### src/rtl/pls_pkg.sv
package pls_pkg;

  typedef enum logic [1:0] {
    PLS_SHUF     = 2'b00,
    PLS_SHUF_ALT = 2'b01,
    PLS_UNPK_LO  = 2'b10,
    PLS_UNPK_HI  = 2'b11
  } pls_mode_e;

  function automatic logic mode_is_unpack(pls_mode_e m);
    return m[1];
  endfunction

  function automatic logic mode_takes_high(pls_mode_e m);
    return m[0];
  endfunction

  // Source lane index used by unpack for destination lane dst.
  function automatic int unpack_src_lane(int dst, int lanes, logic high);
    return (high ? lanes / 2 : 0) + dst / 2;
  endfunction

  // Odd destination lanes take the second operand when unpacking.
  function automatic logic unpack_uses_b(int dst);
    return (dst % 2) == 1;
  endfunction

endpackage

### src/rtl/pls_lane_route.sv
module pls_lane_route
  import pls_pkg::*;
#(
  parameter int LANE_W = 32,
  parameter int LANES  = 4,
  parameter int DST    = 0,
  localparam int SEL_W = $clog2(LANES),
  localparam int VEC_W = LANES * LANE_W
) (
  input  logic [VEC_W-1:0]  src_a,
  input  logic [VEC_W-1:0]  src_b,
  input  logic [SEL_W-1:0]  sel,
  input  pls_mode_e         mode,
  output logic [LANE_W-1:0] lane_out
);

  localparam bit UPPER = (DST >= LANES / 2);
  localparam int LO_IX = unpack_src_lane(DST, LANES, 1'b0);
  localparam int HI_IX = unpack_src_lane(DST, LANES, 1'b1);
  localparam bit USE_B = unpack_uses_b(DST);

  logic [LANE_W-1:0] a_lane [LANES];
  logic [LANE_W-1:0] b_lane [LANES];

  for (genvar i = 0; i < LANES; i++) begin : g_split
    assign a_lane[i] = src_a[i*LANE_W +: LANE_W];
    assign b_lane[i] = src_b[i*LANE_W +: LANE_W];
  end

  logic [LANE_W-1:0] shuf_pick;
  logic [LANE_W-1:0] unpk_lo_pick;
  logic [LANE_W-1:0] unpk_hi_pick;

  // Shuffle: lower destination lanes draw from A, upper lanes from B.
  if (UPPER) begin : g_upper
    assign shuf_pick = b_lane[sel];
  end else begin : g_lower
    assign shuf_pick = a_lane[sel];
  end

  // Unpack: fixed interleave, even lanes from A and odd lanes from B.
  if (USE_B) begin : g_from_b
    assign unpk_lo_pick = b_lane[LO_IX];
    assign unpk_hi_pick = b_lane[HI_IX];
  end else begin : g_from_a
    assign unpk_lo_pick = a_lane[LO_IX];
    assign unpk_hi_pick = a_lane[HI_IX];
  end

  always_comb begin
    if (!mode_is_unpack(mode))
      lane_out = shuf_pick;
    else if (mode_takes_high(mode))
      lane_out = unpk_hi_pick;
    else
      lane_out = unpk_lo_pick;
  end

endmodule

### src/rtl/pls_out_reg.sv
module pls_out_reg #(
  parameter int WIDTH = 128
) (
  input  logic             clk,
  input  logic             rst_n,
  input  logic             load,
  input  logic [WIDTH-1:0] d,
  output logic             q_valid,
  output logic [WIDTH-1:0] q
);

  always_ff @(posedge clk or negedge rst_n) begin
    if (!rst_n) begin
      q_valid <= 1'b0;
      q       <= '0;
    end else begin
      q_valid <= load;
      if (load) q <= d;
    end
  end

  // an idle cycle leaves the stored result untouched.
  assert_hold_when_idle_R10: assert property (@(posedge clk) disable iff (!rst_n)
    !load |=> (!q_valid && $stable(q)));

  // an accepted request is flagged on the following cycle.
  assert_valid_latency_R9: assert property (@(posedge clk) disable iff (!rst_n)
    load |=> q_valid);

endmodule

### src/rtl/pls_unit.sv
module pls_unit
  import pls_pkg::*;
#(
  parameter int LANE_W = 32,
  parameter int LANES  = 4,
  localparam int SEL_W  = $clog2(LANES),
  localparam int VEC_W  = LANES * LANE_W,
  localparam int CTRL_W = LANES * SEL_W
) (
  input  logic              clk,
  input  logic              rst_n,
  input  logic              in_valid,
  input  logic [1:0]        mode,
  input  logic [CTRL_W-1:0] ctrl,
  input  logic [VEC_W-1:0]  src_a,
  input  logic [VEC_W-1:0]  src_b,
  output logic              out_valid,
  output logic [VEC_W-1:0]  result
);

  pls_mode_e        mode_e;
  logic [VEC_W-1:0] next_result;
  logic             load_evt;
  logic             shuf_evt;
  logic             unpk_hi_evt;
  logic             unpk_lo_evt;

  assign mode_e      = pls_mode_e'(mode);
  assign load_evt    = in_valid;
  assign shuf_evt    = in_valid && !mode_is_unpack(mode_e);
  assign unpk_hi_evt = in_valid &&  mode_is_unpack(mode_e) &&  mode_takes_high(mode_e);
  assign unpk_lo_evt = in_valid &&  mode_is_unpack(mode_e) && !mode_takes_high(mode_e);

  for (genvar k = 0; k < LANES; k++) begin : g_lane
    pls_lane_route #(
      .LANE_W (LANE_W),
      .LANES  (LANES),
      .DST    (k)
    ) u_route (
      .src_a    (src_a),
      .src_b    (src_b),
      .sel      (ctrl[k*SEL_W +: SEL_W]),
      .mode     (mode_e),
      .lane_out (next_result[k*LANE_W +: LANE_W])
    );
  end

  pls_out_reg #(.WIDTH(VEC_W)) u_out (
    .clk     (clk),
    .rst_n   (rst_n),
    .load    (load_evt),
    .d       (next_result),
    .q_valid (out_valid),
    .q       (result)
  );

  // lane 0 of a shuffle comes from the A lane named by ctrl[1:0].
  assert_shuf_low_R2: assert property (@(posedge clk) disable iff (!rst_n)
    shuf_evt |=> result[0 +: LANE_W] ==
                 $past(src_a[ctrl[SEL_W-1:0]*LANE_W +: LANE_W]));

  // the top lane of a shuffle comes from the B lane named by the top field.
  assert_shuf_high_R3: assert property (@(posedge clk) disable iff (!rst_n)
    shuf_evt |=> result[(LANES-1)*LANE_W +: LANE_W] ==
                 $past(src_b[ctrl[CTRL_W-1 -: SEL_W]*LANE_W +: LANE_W]));

  // unpack-high starts with A and B lanes from the upper half.
  assert_unpack_hi_R6: assert property (@(posedge clk) disable iff (!rst_n)
    unpk_hi_evt |=> (result[0 +: LANE_W] == $past(src_a[(LANES/2)*LANE_W +: LANE_W]) &&
                     result[LANE_W +: LANE_W] == $past(src_b[(LANES/2)*LANE_W +: LANE_W])));

  // unpack-low starts with the bottom lanes of A and B.
  assert_unpack_lo_R5: assert property (@(posedge clk) disable iff (!rst_n)
    unpk_lo_evt |=> (result[0 +: LANE_W] == $past(src_a[0 +: LANE_W]) &&
                     result[LANE_W +: LANE_W] == $past(src_b[0 +: LANE_W])));

endmodule

### config.mk
export PLATFORM = sky130hd
export DESIGN_NAME = pls_unit
export DESIGN_NICKNAME = d
export VERILOG_FILES = /design/src/rtl/pls_pkg.sv /design/src/rtl/pls_lane_route.sv /design/src/rtl/pls_out_reg.sv /design/src/rtl/pls_unit.sv
export SDC_FILE = /design/constraint.sdc
export NUM_CORES = 1
export LEC_CHECK = 0
export ABC_AREA = 1
export BUFFER_PORTS_ARGS = -buffer_cell sky130_fd_sc_hd__buf_2
export CAP_MARGIN = 20
export CORE_ASPECT_RATIO = 0.5
export CORE_MARGIN = 3
export CORE_UTILIZATION = 53
export CTS_BUF_LIST = sky130_fd_sc_hd__clkbuf_4 sky130_fd_sc_hd__clkbuf_8 sky130_fd_sc_hd__clkbuf_16
export DETAILED_ROUTE_END_ITERATION = 8
export GPL_TIMING_DRIVEN = 0
export PLACE_DENSITY = 0.8
export SLEW_MARGIN = 20
export SYNTH_ARGS = -nofsm -noshare
export SYNTH_HDL_FRONTEND = slang
export SYNTH_SLANG_ARGS = --single-unit
### constraint.sdc
create_clock -name clk -period 0.8 [get_ports clk]
set_input_delay 0.16 -clock clk [delete_from_list [all_inputs] [get_ports clk]]
set_output_delay 0.16 -clock clk [all_outputs]
set_load 0.005 [all_outputs]
Yosys cells after proc, flatten, opt, wreduce, memory -nomap -nowiden:

Cells that the tools add are included.

* reduce and logical (&&, ||, !) cells: 0
* $add $sub $neg: 0
* divide/modulo/power cells: 0
* multiply operators: 0
* order comparisons: 4
* eq/ne operators: 0
* mux-type cells: 20
* shift operators: 0
* bitwise logic cells: 4

Operators with widths (count)
* two-way mux 32 bit: 16
* binary-select mux 32 bit (select 2 bit): 4
* greater-or-equal comparator 3 bit (second input constant): 4
* NOT 2 -> 3 bit: 4

* bits in latches: 0
* memories kept: 0
* bits of input ports: 269
* memory bits (read-only): 0
* bits in registers: 129
* output and inout port bits: 129
* bits in writable memories: 0

Longest topological paths before layout:

* depth after elaboration: 5
* gate-level depth with buffers: 7
* gate-level depth less buffers: 6

Modules after synthesis:

Synthesis repeated with hierarchy kept, for this count alone.

* cells, all modules: 2098
* area total of the unflattened synthesis: 12161.7 um2

Modules (own cells, without submodules)
* pls_lane_route: area each 1794.2 um2, seq. area each 0.0 um2, instances 4, cells each 389
* pls_out_reg: area each 4984.8 um2, seq. area each 3228.1 um2, instances 1, cells each 542

Worst setup path before layout:

OpenSTA, ideal clock, no wires.

* path kind: in2reg
* start point: input port ctrl[4]
* end point: register u_out.q[87]
* path slack: -0.130 ns
* stages on the path: 7
* arrival time: 0.807 ns
* required time: 0.678 ns
* path through: inv_2 -> clkbuf_1 -> nand2_1 -> nand3_1 -> nand2_1 -> nand2_1 -> a21oi_1

* cells in the longest elaborated chain, start to end: 5

RTL lines
* from (decl): line pls_unit.sv:14 `input logic [CTRL_W-1:0] ctrl,`
* NOT 2 -> 3 bit (implied by the code): line pls_lane_route.sv:36 `assign shuf_pick = b_lane[sel];`
* binary-select mux 32 bit (select 2 bit): line pls_lane_route.sv:36
* two-way mux 32 bit (implied by the code) (2 in a row): line pls_lane_route.sv:36
* two-way mux 32 bit: line pls_lane_route.sv:51 `if (!mode_is_unpack(mode))`
* to (signal assigned): line pls_out_reg.sv:15 `q <= '0;`
* to (signal assigned): line pls_out_reg.sv:18 `if (load) q <= d;`
* to (decl): line pls_out_reg.sv:9 `output logic [WIDTH-1:0] q`

No other way between the ends. The select of a mux whose other input is x is not followed.
A chain may end at the register's enable or synchronous reset.

Final worst setup path:

* start point: register u_out.q[5]
* end point: output port result[5]

RTL lines
* to (decl): line pls_unit.sv:18 `output logic [VEC_W-1:0] result`

No word-level cell between the ends.

==> impl_metrics.env <==
export IMPL_status="finished, violations left"
export IMPL_violations="negative hold slack, negative setup slack"
export IMPL_finalCritPeriodShare_pct=148
export IMPL_finalClockSkew_ps=0
export IMPL_row_count=39
export IMPL_path_delay_family="flip-flops"
export IMPL_ys_ff_latch=129
export IMPL_fin_ws_ps=-381
export IMPL_drv_cap=0
export IMPL_setup_viol=150
export IMPL_dpl_instance_area_um2=15500
export IMPL_filler_cell_count=1936
export IMPL_wl_per_cell_um=19.9
export IMPL_synth_area_per_cell_um2=5.38
export IMPL_path_depth=1
export IMPL_synth_cells=2352
export IMPL_critPathBufInv=1
export IMPL_layout_common_cells="1102 x nand2_1, 413 x buf_2, 258 x inv_1, 244 x nand3_1, 226 x a21oi_1"
export IMPL_die_h_um=115
export IMPL_setup_worst_path_start_class="flip-flop"
export IMPL_yosysWarnings=0
export IMPL_synth_largest_area_cell="nand2_1"
export IMPL_grt_max_degree=93
export IMPL_ir_worst_vdd_mv=1.48
export IMPL_grt_pass1_wl_mm=89.3
export IMPL_initialDrtViolationCount=3167
export IMPL_fin_nets=3102
export IMPL_fin_crit_ps=1180
export IMPL_cts_hold_buf=1
export IMPL_routed_wl_mm=62.9
export IMPL_holdWs_ps=-434
export IMPL_layout_commonest_cell="nand2_1"
export IMPL_critPathKind="flip-flop to primary output"
export IMPL_area_growth_pct=37.3
export IMPL_synthTopCellsByArea="nand2_1 34%, dfrtp_1 26%, a21oi_1 10%"
export IMPL_hold_viol_final=52
export IMPL_postRouteAntennaNets=0
export IMPL_start_util_pct=54.7
export IMPL_powerDensity_nw_per_um2=1520
export IMPL_rsz0062_at_grt="true"
export IMPL_worstPathRequired_ps=640
export IMPL_grt_ovfl_total=0
export IMPL_boundaryPins=398
export IMPL_drive_gt1_share_pct=27.9
export IMPL_clk_pin_slew_ps=70
export IMPL_clk_path_buf_depth=2
export IMPL_antenna_found_initial=6
export IMPL_port_buffers=393
export IMPL_cts_sinks=129
export IMPL_syn_nets=2621
export IMPL_ys_seq_area_share_pct=25.5
export IMPL_slew_headroom_pct=61.2
export IMPL_grt_pass1_vias=15877
export IMPL_cts_tree="done"
export IMPL_power_leakage_nw=10.3
export IMPL_post_route_util_pct=75.1
export IMPL_numCtsBuffers=17
export IMPL_reg2reg_depth=4
export IMPL_syn_cell_area_um2=12600
export IMPL_die_area_um2=25900
export IMPL_die_w_um=224
export IMPL_core_area_um2=23100
export IMPL_cp_max_fo=2
export IMPL_worstPathCellList="buf_2"
export IMPL_critPathSlowestCell="dfrtp_1"
export IMPL_place_congestion=1.09
export IMPL_via_per_inst=5.69
export IMPL_first_pass_iters=9
export IMPL_drv_slew=0
export IMPL_grt_total_usage_pct=45.3
export IMPL_finalInstanceArea_um2=17400
export IMPL_slowest_delay_ps=420
export IMPL_max_freq_mhz=847
export IMPL_hp_class="primary input to asynchronous set/reset pin"
export IMPL_dp_hpwl_mm=46.1
export IMPL_drc=0
export IMPL_vias=17965
export IMPL_cts_root_buf="clkbuf_16"
export IMPL_synth_cell_types=12
export IMPL_clock_latency_ps=450
export IMPL_synth_top_area_share_pct=34.2
export IMPL_arrival_ps=1020
export IMPL_cts_max_level=4
export IMPL_endpoint_kind="primary output"
export IMPL_max_slew_worst_pin_slew_ps=581
## cells in the mapped netlist
library cell	count
nor2_1	128
buf_2	85
nand2_1	1152
inv_1	262
buf_1	1
nand3_1	256
inv_2	5
a21oi_1	256
buf_4	2
clkbuf_1	34
dfrtp_1	129
buf_6	42
## logic make-up after synthesis
kind of cell           after synthesis  share of synthesized area, %
AND/OR/NAND/NOR                   1536                          48.1
buffers and inverters              431                          16.2
flip-flops                         129                          25.5
AO/OA/AOI/OAI                      256                          10.1
## power breakdown
| part | switching, W | internal [W] |
|---|---|---|
| clock network | 0.00354 | 0.00513 |
| registers | 0.000553 | 0.00732 |
| logic | 0.00588 | 0.00397 |
| total | 0.00997 | 0.0164 |
## through the flow
step,cells,worst slack (ps),TNS (ps),total power (W)
floorplan,2352,-27.3,-1620,0.0124
global placement,3052,-2300,-352010,0.0159
detailed placement,3053,-606,-63600,0.0161
CTS,3134,-372,-42920,0.0251
global route,3155,-386,-46630,0.0273
finish,3156,-381,-44060,0.0264
## routing by layer
metal,vias up,wire length (um),track usage (%)
met5,-,131,0
met4,10,2810,18.9
met3,274,10000,16.7
met2,1525,26700,68.1
met1,8008,23200,59.4
li1,8148,-,-
## what timing repair did
action                                  CTS  global route
cloned                                    0             1
hold endpoints to repair                 41            37
endpoints found under the setup margin  190           221
resized for setup                        32           175
pin swaps                                 0            25
setup buffers                            48            32
## final cells by class
cell class	instances	area (um^2)	share of cell area, %
diodes	3	7.51	0.0432
plain buffers	163	1540	8.88
clock buffers	19	453	2.61
clock inverters	13	175	1.01
inverters	267	1040	5.97
multi-input cells	1792	7860	45.3
flip-flops and latches	129	3230	18.6
well taps	307	384	2.21
repair buffers	463	2680	15.4
## registers in the layout, summed over array words and instances, names as in the netlist
signal,count
u_out.q_valid,1
u_out.q,128
## worst paths after layout
kind | from | end | slack, ps
setup / recovery | u_out.q[5]$_DFFE_PN0P_ | result[5] | -380
hold / removal | rst_n | u_out.q[16]$_DFFE_PN0P_ | -430
setup reg to reg | u_out.q[115]$_DFFE_PN0P_ | u_out.q[115]$_DFFE_PN0P_ | -100
hold reg to reg | u_out.q[70]$_DFFE_PN0P_ | u_out.q[70]$_DFFE_PN0P_ | 520
max in group asynchronous | rst_n | u_out.q[103]$_DFFE_PN0P_ | 390
min in group clk | ctrl[7] | u_out.q[107]$_DFFE_PN0P_ | 100
No activity file was read; power rests on OpenSTA's default activity.
